`config.mk`:
```
export PLATFORM = sky130hd
export DESIGN_NAME = host_fifo_window
export DESIGN_NICKNAME = d
export VERILOG_FILES = /design/src/rtl/hfw_pkg.sv /design/src/rtl/hfw_fifo.sv /design/src/rtl/hfw_addr_dec.sv /design/src/rtl/host_fifo_window.sv
export SDC_FILE = /design/constraint.sdc
export NUM_CORES = 2
export LEC_CHECK = 0
export BUFFER_PORTS_ARGS = -buffer_cell sky130_fd_sc_hd__buf_4
export CAP_MARGIN = 20
export CORE_ASPECT_RATIO = 0.75
export CORE_MARGIN = 1.5
export CORE_UTILIZATION = 40
export DETAILED_ROUTE_END_ITERATION = 8
export PLACE_DENSITY = 0.57
export SLEW_MARGIN = 20
export SYNTH_ARGS = -nofsm -noshare
export SYNTH_HDL_FRONTEND = slang
export SYNTH_SLANG_ARGS = --single-unit
```
`constraint.sdc`:
```
create_clock -name clk_i -period 7.5 [get_ports clk_i]
set_input_delay 1.5 -clock clk_i [delete_from_list [all_inputs] [get_ports clk_i]]
set_output_delay 1.5 -clock clk_i [all_outputs]
set_load 0.05 [all_outputs]
```
`src/rtl/hfw_pkg.sv`:
```
package hfw_pkg;
  // word-index map (byte address >> 2)
  localparam int unsigned W_TXD_BASE = 0;
  localparam int unsigned W_RXD_BASE = 8;
  localparam int unsigned W_ALIASES  = 8;
  localparam int unsigned W_RXS_POP  = 16;
  localparam int unsigned W_RXS_PEEK = 17;
  localparam int unsigned W_TXS_POP  = 18;
  localparam int unsigned W_TXS_PEEK = 19;
  localparam int unsigned W_LEVELS   = 20;
  localparam int unsigned W_FLAGS    = 21;

  localparam int unsigned LVL_FW = 8;

  typedef enum logic [3:0] {
    RG_NONE, RG_TXD, RG_RXD, RG_RXS_POP, RG_RXS_PEEK,
    RG_TXS_POP, RG_TXS_PEEK, RG_LEVELS, RG_FLAGS
  } hfw_region_e;
endpackage

```
`src/rtl/hfw_fifo.sv`:
```
module hfw_fifo #(
  parameter int unsigned DW    = 32,
  parameter int unsigned DEPTH = 16,
  localparam int unsigned AW   = $clog2(DEPTH),
  localparam int unsigned CW   = $clog2(DEPTH + 1)
) (
  input  logic          clk_i,
  input  logic          rst_ni,
  input  logic          push_i,
  input  logic [DW-1:0] wdata_i,
  input  logic          pop_i,
  output logic [DW-1:0] rdata_o,
  output logic          full_o,
  output logic          empty_o,
  output logic [CW-1:0] cnt_o
);
  logic [DW-1:0] mem_q [DEPTH];
  logic [AW-1:0] wr_ptr_q, rd_ptr_q;
  logic [CW-1:0] cnt_q;
  logic do_push, do_pop;

  assign full_o  = (cnt_q == CW'(DEPTH));
  assign empty_o = (cnt_q == '0);
  assign do_push = push_i & ~full_o;
  assign do_pop  = pop_i & ~empty_o;
  assign rdata_o = mem_q[rd_ptr_q];
  assign cnt_o   = cnt_q;

  always_ff @(posedge clk_i or negedge rst_ni) begin
    if (!rst_ni) begin
      wr_ptr_q <= '0;
      rd_ptr_q <= '0;
      cnt_q    <= '0;
    end else begin
      if (do_push) wr_ptr_q <= wr_ptr_q + 1'b1;
      if (do_pop)  rd_ptr_q <= rd_ptr_q + 1'b1;
      if (do_push && !do_pop)      cnt_q <= cnt_q + 1'b1;
      else if (do_pop && !do_push) cnt_q <= cnt_q - 1'b1;
    end
  end

  always_ff @(posedge clk_i) begin
    if (do_push) mem_q[wr_ptr_q] <= wdata_i;
  end
endmodule

```
`src/rtl/hfw_addr_dec.sv`:
```
module hfw_addr_dec
  import hfw_pkg::*;
#(
  parameter int unsigned ADDR_W = 8
) (
  input  logic [ADDR_W-1:0] addr_i,
  output hfw_region_e       region_o
);
  logic [31:0] widx;
  assign widx = 32'(addr_i[ADDR_W-1:2]);

  always_comb begin
    region_o = RG_NONE;
    if (widx < W_TXD_BASE + W_ALIASES)                              region_o = RG_TXD;
    else if (widx >= W_RXD_BASE && widx < W_RXD_BASE + W_ALIASES)   region_o = RG_RXD;
    else if (widx == W_RXS_POP)                                     region_o = RG_RXS_POP;
    else if (widx == W_RXS_PEEK)                                    region_o = RG_RXS_PEEK;
    else if (widx == W_TXS_POP)                                     region_o = RG_TXS_POP;
    else if (widx == W_TXS_PEEK)                                    region_o = RG_TXS_PEEK;
    else if (widx == W_LEVELS)                                      region_o = RG_LEVELS;
    else if (widx == W_FLAGS)                                       region_o = RG_FLAGS;
  end
endmodule

```
`src/rtl/host_fifo_window.sv`:
```
module host_fifo_window
  import hfw_pkg::*;
#(
  parameter int unsigned DATA_W    = 32,
  parameter int unsigned ADDR_W    = 8,
  parameter int unsigned TXD_DEPTH = 16,
  parameter int unsigned RXD_DEPTH = 16,
  parameter int unsigned RXS_DEPTH = 8,
  parameter int unsigned TXS_DEPTH = 8
) (
  input  logic              clk_i,
  input  logic              rst_ni,
  input  logic              host_sel_i,
  input  logic              host_we_i,
  input  logic [ADDR_W-1:0] host_addr_i,
  input  logic [DATA_W-1:0] host_wdata_i,
  output logic [DATA_W-1:0] host_rdata_o,
  output logic              host_rvalid_o,
  output logic              txd_valid_o,
  output logic [DATA_W-1:0] txd_data_o,
  input  logic              txd_ready_i,
  input  logic              rxd_valid_i,
  input  logic [DATA_W-1:0] rxd_data_i,
  output logic              rxd_ready_o,
  input  logic              rxs_valid_i,
  input  logic [DATA_W-1:0] rxs_data_i,
  output logic              rxs_ready_o,
  input  logic              txs_valid_i,
  input  logic [DATA_W-1:0] txs_data_i,
  output logic              txs_ready_o
);
  localparam int unsigned TXD_CW = $clog2(TXD_DEPTH + 1);
  localparam int unsigned RXD_CW = $clog2(RXD_DEPTH + 1);
  localparam int unsigned RXS_CW = $clog2(RXS_DEPTH + 1);
  localparam int unsigned TXS_CW = $clog2(TXS_DEPTH + 1);

  hfw_region_e region;
  logic acc_rd, acc_wr;

  logic [DATA_W-1:0] txd_head, rxd_head, rxs_head, txs_head;
  logic txd_full, txd_empty, rxd_full, rxd_empty;
  logic rxs_full, rxs_empty, txs_full, txs_empty;
  logic [TXD_CW-1:0] txd_cnt;
  logic [RXD_CW-1:0] rxd_cnt;
  logic [RXS_CW-1:0] rxs_cnt;
  logic [TXS_CW-1:0] txs_cnt;

  logic host_txd_push, host_rxd_pop, host_rxs_pop, host_txs_pop;
  logic [3:0] sticky_q, sticky_set;
  logic [DATA_W-1:0] rd_mux, levels_word, flags_word;
  logic [DATA_W-1:0] rdata_q;
  logic rvalid_q;

  hfw_addr_dec #(.ADDR_W(ADDR_W)) u_dec (.addr_i(host_addr_i), .region_o(region));

  assign acc_rd = host_sel_i & ~host_we_i;
  assign acc_wr = host_sel_i & host_we_i;

  assign host_txd_push = acc_wr & (region == RG_TXD);
  assign host_rxd_pop  = acc_rd & (region == RG_RXD);
  assign host_rxs_pop  = acc_rd & (region == RG_RXS_POP);
  assign host_txs_pop  = acc_rd & (region == RG_TXS_POP);

  hfw_fifo #(.DW(DATA_W), .DEPTH(TXD_DEPTH)) u_txd (
    .clk_i, .rst_ni, .push_i(host_txd_push), .wdata_i(host_wdata_i),
    .pop_i(txd_ready_i), .rdata_o(txd_head), .full_o(txd_full),
    .empty_o(txd_empty), .cnt_o(txd_cnt));

  hfw_fifo #(.DW(DATA_W), .DEPTH(RXD_DEPTH)) u_rxd (
    .clk_i, .rst_ni, .push_i(rxd_valid_i), .wdata_i(rxd_data_i),
    .pop_i(host_rxd_pop), .rdata_o(rxd_head), .full_o(rxd_full),
    .empty_o(rxd_empty), .cnt_o(rxd_cnt));

  hfw_fifo #(.DW(DATA_W), .DEPTH(RXS_DEPTH)) u_rxs (
    .clk_i, .rst_ni, .push_i(rxs_valid_i), .wdata_i(rxs_data_i),
    .pop_i(host_rxs_pop), .rdata_o(rxs_head), .full_o(rxs_full),
    .empty_o(rxs_empty), .cnt_o(rxs_cnt));

  hfw_fifo #(.DW(DATA_W), .DEPTH(TXS_DEPTH)) u_txs (
    .clk_i, .rst_ni, .push_i(txs_valid_i), .wdata_i(txs_data_i),
    .pop_i(host_txs_pop), .rdata_o(txs_head), .full_o(txs_full),
    .empty_o(txs_empty), .cnt_o(txs_cnt));

  assign txd_valid_o = ~txd_empty;
  assign txd_data_o  = txd_head;
  assign rxd_ready_o = ~rxd_full;
  assign rxs_ready_o = ~rxs_full;
  assign txs_ready_o = ~txs_full;

  assign levels_word = DATA_W'({LVL_FW'(txs_cnt), LVL_FW'(rxs_cnt),
                                LVL_FW'(rxd_cnt), LVL_FW'(txd_cnt)});
  assign flags_word  = DATA_W'({txs_full, txs_empty, rxs_full, rxs_empty,
                                rxd_full, rxd_empty, txd_full, txd_empty,
                                4'b0000, sticky_q});

  always_comb begin
    unique case (region)
      RG_RXD:      rd_mux = rxd_empty ? '0 : rxd_head;
      RG_RXS_POP,
      RG_RXS_PEEK: rd_mux = rxs_empty ? '0 : rxs_head;
      RG_TXS_POP,
      RG_TXS_PEEK: rd_mux = txs_empty ? '0 : txs_head;
      RG_LEVELS:   rd_mux = levels_word;
      RG_FLAGS:    rd_mux = flags_word;
      default:     rd_mux = '0;
    endcase
  end

  assign sticky_set = {host_txs_pop & txs_empty, host_rxs_pop & rxs_empty,
                       host_rxd_pop & rxd_empty, host_txd_push & txd_full};

  always_ff @(posedge clk_i or negedge rst_ni) begin
    if (!rst_ni) begin
      sticky_q <= '0;
      rvalid_q <= 1'b0;
      rdata_q  <= '0;
    end else begin
      rvalid_q <= acc_rd;
      if (acc_rd) rdata_q <= rd_mux;
      if (acc_wr && region == RG_FLAGS) sticky_q <= sticky_q & ~host_wdata_i[3:0];
      else                              sticky_q <= sticky_q | sticky_set;
    end
  end

  assign host_rdata_o  = rdata_q;
  assign host_rvalid_o = rvalid_q;
endmodule

```
## Word level (Yosys, flattened, before mapping)

Memory sizes are Yosys's and may differ from the RTL's.
Index checks and enable logic that the tools add are counted.

| word-level totals | value |
|---|---|
| flip-flop bits (word level) | 83 |
| bits in writable memories | 1536 |
| input port bits | 144 |
| output and inout bits | 69 |
| word-level logic and storage cells | 143 |
| memories kept | 4 |

Memory list:

| memory | depth | width | read ports | clocked after memory_dff | wr ports | line | text |
|---|---|---|---|---|---|---|---|
| u_rxd.mem_q | 16 | 32 | 1 | 0 | 1 | hfw_fifo.sv:17 | `logic [DW-1:0] mem_q [DEPTH];` |
| u_txd.mem_q | 16 | 32 | 1 | 0 | 1 | hfw_fifo.sv:17 |  |
| u_rxs.mem_q | 8 | 32 | 1 | 0 | 1 | hfw_fifo.sv:17 |  |
| u_txs.mem_q | 8 | 32 | 1 | 0 | 1 | hfw_fifo.sv:17 |  |

| operators by class | value |
|---|---|
| $add $sub $neg | 16 |
| $lt $le $gt $ge | 3 |
| eq/ne operators | 18 |
| muxes and demuxes | 29 |
| bitwise operators | 30 |
| reduce and logical (&&, ||, !) cells | 28 |

Operators by type and width:

| operator | count |
|---|---|
| $pmux 32 s5 | 1 |
| $mux 32 | 3 |
| $mux 4 | 13 |
| $eq 6x5->1 const B | 6 |
| $add 4x1->4 const B | 6 |
| $mux 5 | 4 |
| $and 1x1->1 | 18 |
| $eq 4x3->1 const B | 4 |
| $add 3x1->3 const B | 4 |
| $eq 4x4->1 const B | 3 |
| $add 5x1->5 const B | 2 |
| $eq 5x5->1 const B | 2 |
| $logic_and 1x1->1 | 10 |
| $logic_not 5->1 | 2 |
| $sub 5x1->5 const B | 2 |
| $not 1->1 | 9 |
| $eq 4x2->1 const B | 2 |
| $logic_not 1->1 | 8 |
| $logic_not 4->1 | 2 |
| $mux 1 | 8 |
| $reduce_bool 2->1 | 4 |
| $sub 4x1->4 const B | 2 |
| $ge 6x4->1 const B | 1 |
| $lt 6x4->1 const B | 1 |
| 6 further kinds | 7 |

## Depth between registers and ports, before layout

| logic depth | value |
|---|---|
| word-level depth | 16 |
| gate-level depth with buffers | 13 |
| mapped depth without buffers | 12 |

## Hierarchy

From an unflattened synthesis, not the netlist that was laid out.

| second synthesis, totals | value |
|---|---|
| cells, all modules | 3099 |
| area total of the unflattened synthesis | 63462.1 um2 |

Modules (own cells, without submodules):

| module | times used | cells each | area an instance (um2) | sequential area each (um2) |
|---|---|---|---|---|
| hfw_fifo (u_rxs ...) | 2 | 434 | 10282.4 | 7937.6 |
| hfw_fifo (u_txd) | 1 | 1009 | 20398.3 | 15700.1 |
| hfw_fifo (u_rxd) | 1 | 1009 | 20382.0 | 15700.1 |
| host_fifo_window | 1 | 201 | 2035.7 | 925.9 |
| hfw_addr_dec | 1 | 12 | 81.3 | 0.0 |

## Worst setup path before layout

OpenSTA, ideal clock, no wires.

| timing | value |
|---|---|
| path type | input to register |
| start point | input port rxs_valid_i |
| end point | memory u_rxs.mem_q[0][0] (enable) |
| setup time | 502 ps |
| arrival time | 4737 ps |
| data required time | 6998 ps |
| slack | 2262 ps |
| stages | 2 |
| buffers on the path | 0 |
| path through | nand2_1 -> nor4_1 |

| on the way | value |
|---|---|
| cells in the longest elaborated chain, start to end | 3 |

Ends and longest elaborated chain:

| element | line | text |
|---|---|---|
| start, declared | host_fifo_window.sv:25 | `input logic rxs_valid_i,` |
| $and 1x1->1 | hfw_fifo.sv:24 | `assign do_push = push_i & ~full_o;` |
| $mux 1 | hfw_fifo.sv:43 | `if (do_push) mem_q[wr_ptr_q] <= wdata_i;` |
| $mux 1 (implied by the code) | hfw_fifo.sv:43 |  |
| end, declared | hfw_fifo.sv:17 |  |

No other way between the ends.

## Worst setup path in the final report

| timing | value |
|---|---|
| start point | register u_txd.rd_ptr_q[0] |
| end point | output port txd_data_o[8] |

| on the way | value |
|---|---|
| cells in the longest elaborated chain, start to end | 1 |

Ends and longest elaborated chain:

| element | line | text |
|---|---|---|
| start, declared | hfw_fifo.sv:18 | `logic [AW-1:0] wr_ptr_q, rd_ptr_q;` |
| start signal, assigned | hfw_fifo.sv:36 | `if (do_pop) rd_ptr_q <= rd_ptr_q + 1'b1;` |
| $mem_v2 16x32 | -- |  |
| end, declared | host_fifo_window.sv:20 | `output logic [DATA_W-1:0] txd_data_o,` |

No other way between the ends.

==> flow_summary.ini <==
[clocking]
clk_pin_slew_ns = 0.06
cts_tree = built
insertion_delay_ns = 0.78
numCtsBuffers = 158
cts-root-buf = clkbuf_16
clk_path_buf_depth = 3
postCtsSetupBuffers = 0
h-tree-depth = 4
postCtsResizedCells = 0
cts_hold_buf = 0
clkSinkCount = 1619

[worst_setup_path]
cp.required_ns = 6.00
start_kind = flip-flop
max_stage_delay_ns = 0.97
worstSetupPathType = flip-flop to output pin
worstPathMaxFanout = 92
path_cells = buf_12 > mux4_2 > mux4_2 > buf_4
crit_path_end_kind = output pin
cp.arrival_ns = 3.97
cp_slowest_cell = dfrtp_4
cp-startpoint = u_txd.rd_ptr_q[0]
r2r_start = u_rxd.rd_ptr_q[0]
crit_path_frequent_cell = mux4_2

[yosys]
yosysSeqAreaShare = 0.774
synth_area_um2 = 62200
async_flop_share = 0.0513
post_synth_inst_count = 2722
syn_avg_cell_area_um2 = 22.9
synth_edf_count = 1536
synth_seq_cells = 1619
synth_cell_types = 55
synth_ff_type = edfxtp_1
yosysWarnings = 0
syn_nets = 2898

[place]
gp_congestion = 0.808
numPlacedInstances = 4896
port-buffer-count = 210
hpwl_mm = 88.9

[drt]
routed_via_density = 5.62
drtAntennaViolNets = 0
drt_wl_total_mm = 153
wl_per_cell_um = 29.5
drc = 0
drt_first_iter_violations = 3087
vias = 29200
drt_pass1_iterations = 5

[floorplanning]
dieArea_um2 = 158000
io_pins = 213
fp-row-count = 125
die_w_um = 459
initial_core_util = 0.402
fp.dieH_um = 345
design.core.area_um2 = 155000

[timing]
slew_viol_final = 0
setup_violations = 0
worst_slew_pin_slew_ns = 1.00
max_slew_margin = 0.331
period_share = 0.729
finalHoldViolCount = 0
max_freq_ghz = 0.183
holdWs_ns = 0.501
fin_setup_tns_ns = 0
skew_ns = 0.0340
fin_crit_ns = 5.47
rsz0062_at_grt = no

[min_path]
hp-class = flip-flop to flip-flop
hold_start = sticky_q[3]

[flow_run]
max_cap_violations = 0

[pwr]
leakage_nw = 22.6
irDropWorstVdd_mv = 0.308
power_density_nw_per_um2 = 347
power_mw = 24.9

[global_route]
grt_usage = 0.193
antenna_found_initial = 22
grt_max_degree = 105
first_global_vias = 30000
grt_pass1_wl_mm = 218
overflow = 0

[outcome]
status = complete, no violations

[cells_and_area]
nets = 3200
post-route-util = 0.464
final_layout_size_suffix_gt1_frac = 0.326
syn2layout_area_growth_pct = 15.2
stdcell_count = 5187
-- power breakdown --
group / leakage, nW / internal (mW) / total [mW] / switching (mW)
logic: 5.21 / 2.47 / 5.68 / 3.21
registers: 14.9 / 10.8 / 11.4 / 0.631
clock network: 2.47 / 4.42 / 7.78 / 3.35
total: 22.6 / 17.7 / 24.9 / 7.19
-- sequential cells by signal, summed over array words and instances, names as in the netlist --
register / count
host_rdata_o: 32
host_rvalid_o: 1
sticky_q: 4
u_rxd.cnt_o: 5
u_rxd.mem_q: 512
u_rxd.rd_ptr_q: 4
u_rxd.wr_ptr_q: 4
u_rxs.cnt_o: 4
u_rxs.mem_q: 256
u_rxs.rd_ptr_q: 3
u_rxs.wr_ptr_q: 3
u_txd.cnt_o: 5
u_txd.mem_q: 512
u_txd.rd_ptr_q: 4
u_txd.wr_ptr_q: 4
u_txs.cnt_o: 4
u_txs.mem_q: 256
u_txs.rd_ptr_q: 3
u_txs.wr_ptr_q: 3
-- synthesized netlist by cell type (30+ instances only) --
master,n,area [um2]
edfxtp_1,1536,46100
mux4_2,420,9460
dfrtp_1,83,2080
clkbuf_1,70,263
mux2i_1,57,571
buf_2,49,245
nand2_1,45,169
nor2_1,42,158
o22ai_1,38,238
mux2_2,31,349
nor3_1,31,155
xnor2_1,30,263
-- stage by stage --
| step | area [um2] | worst slack, ns |
|---|---|---|
| after CTS | 71700 | 1.97 |
| after global routing | 71700 | 1.83 |
| final | 71700 | 2.03 |
| after floorplan | 62200 | 2.26 |
| after detailed placement | 66600 | 2.78 |
| after global placement | 66600 | 2.75 |
-- worst paths after layout --
kind	end	slack [ns]	cells after the start
worst max-delay path	txd_data_o[8]	2.03	4
worst min-delay path	sticky_q[3]	0.50	1
worst max register to register	host_rdata_o[22]	3.99	7
worst min register to register	sticky_q[3]	0.50	1
max in group asynchronous	u_rxd.rd_ptr_q[2]	5.59	2
min in group asynchronous	u_txd.rd_ptr_q[0]	0.75	1
-- per-layer routing --
layer	vias to the layer above	global-route usage	wire, um
met5	-	0	97
met4	16	0.0560	3510
met3	217	0.0370	9280
met2	919	0.306	73700
met1	15800	0.275	66300
li1	12200	-	-
-- placed cells by master (no fill, tap or decap), types with 23 or more instances in the layout --
cell type,instances
buf_4,278
clkbuf_1,37
clkbuf_16,162
clkinv_1,25
clkinv_2,23
dfrtp_1,69
edfxtp_1,1536
ha_1,28
mux2_2,31
mux2i_1,57
mux4_2,420
nand2_1,45
nor2_4,25
o21ai_0,28
o22ai_1,38
xnor2_1,30
-- final cells by class --
cell class	instances	area (um2)
fill	12500	83000
sequential	1619	48200
multi-input combinational	946	13600
clock buffer	205	4280
tap	2032	2540
timing repair buffer	281	2150
clock inverter	80	788
inverter	18	67.6
antenna	6	15.0
-- worst max-delay path, delay by kind of cell (launching register included) --
kind / cells / cell delay, ns
buffers and inverters: 2 / 0.71
multiplexers: 2 / 1.14
flip-flops: 1 / 0.97
-- cells by family after synthesis --
group	Yosys count	share of synthesized area
buffers and inverters	157	0.0110
XOR/XNOR	38	0.00535
adder cells (fa/ha/maj)	32	0.00691
AND/OR/NAND/NOR	198	0.0163
AO/OA/AOI/OAI	170	0.0194
multiplexers	508	0.167
flip-flops	1619	0.774
Note: power is estimated with default switching activity, not from simulation.
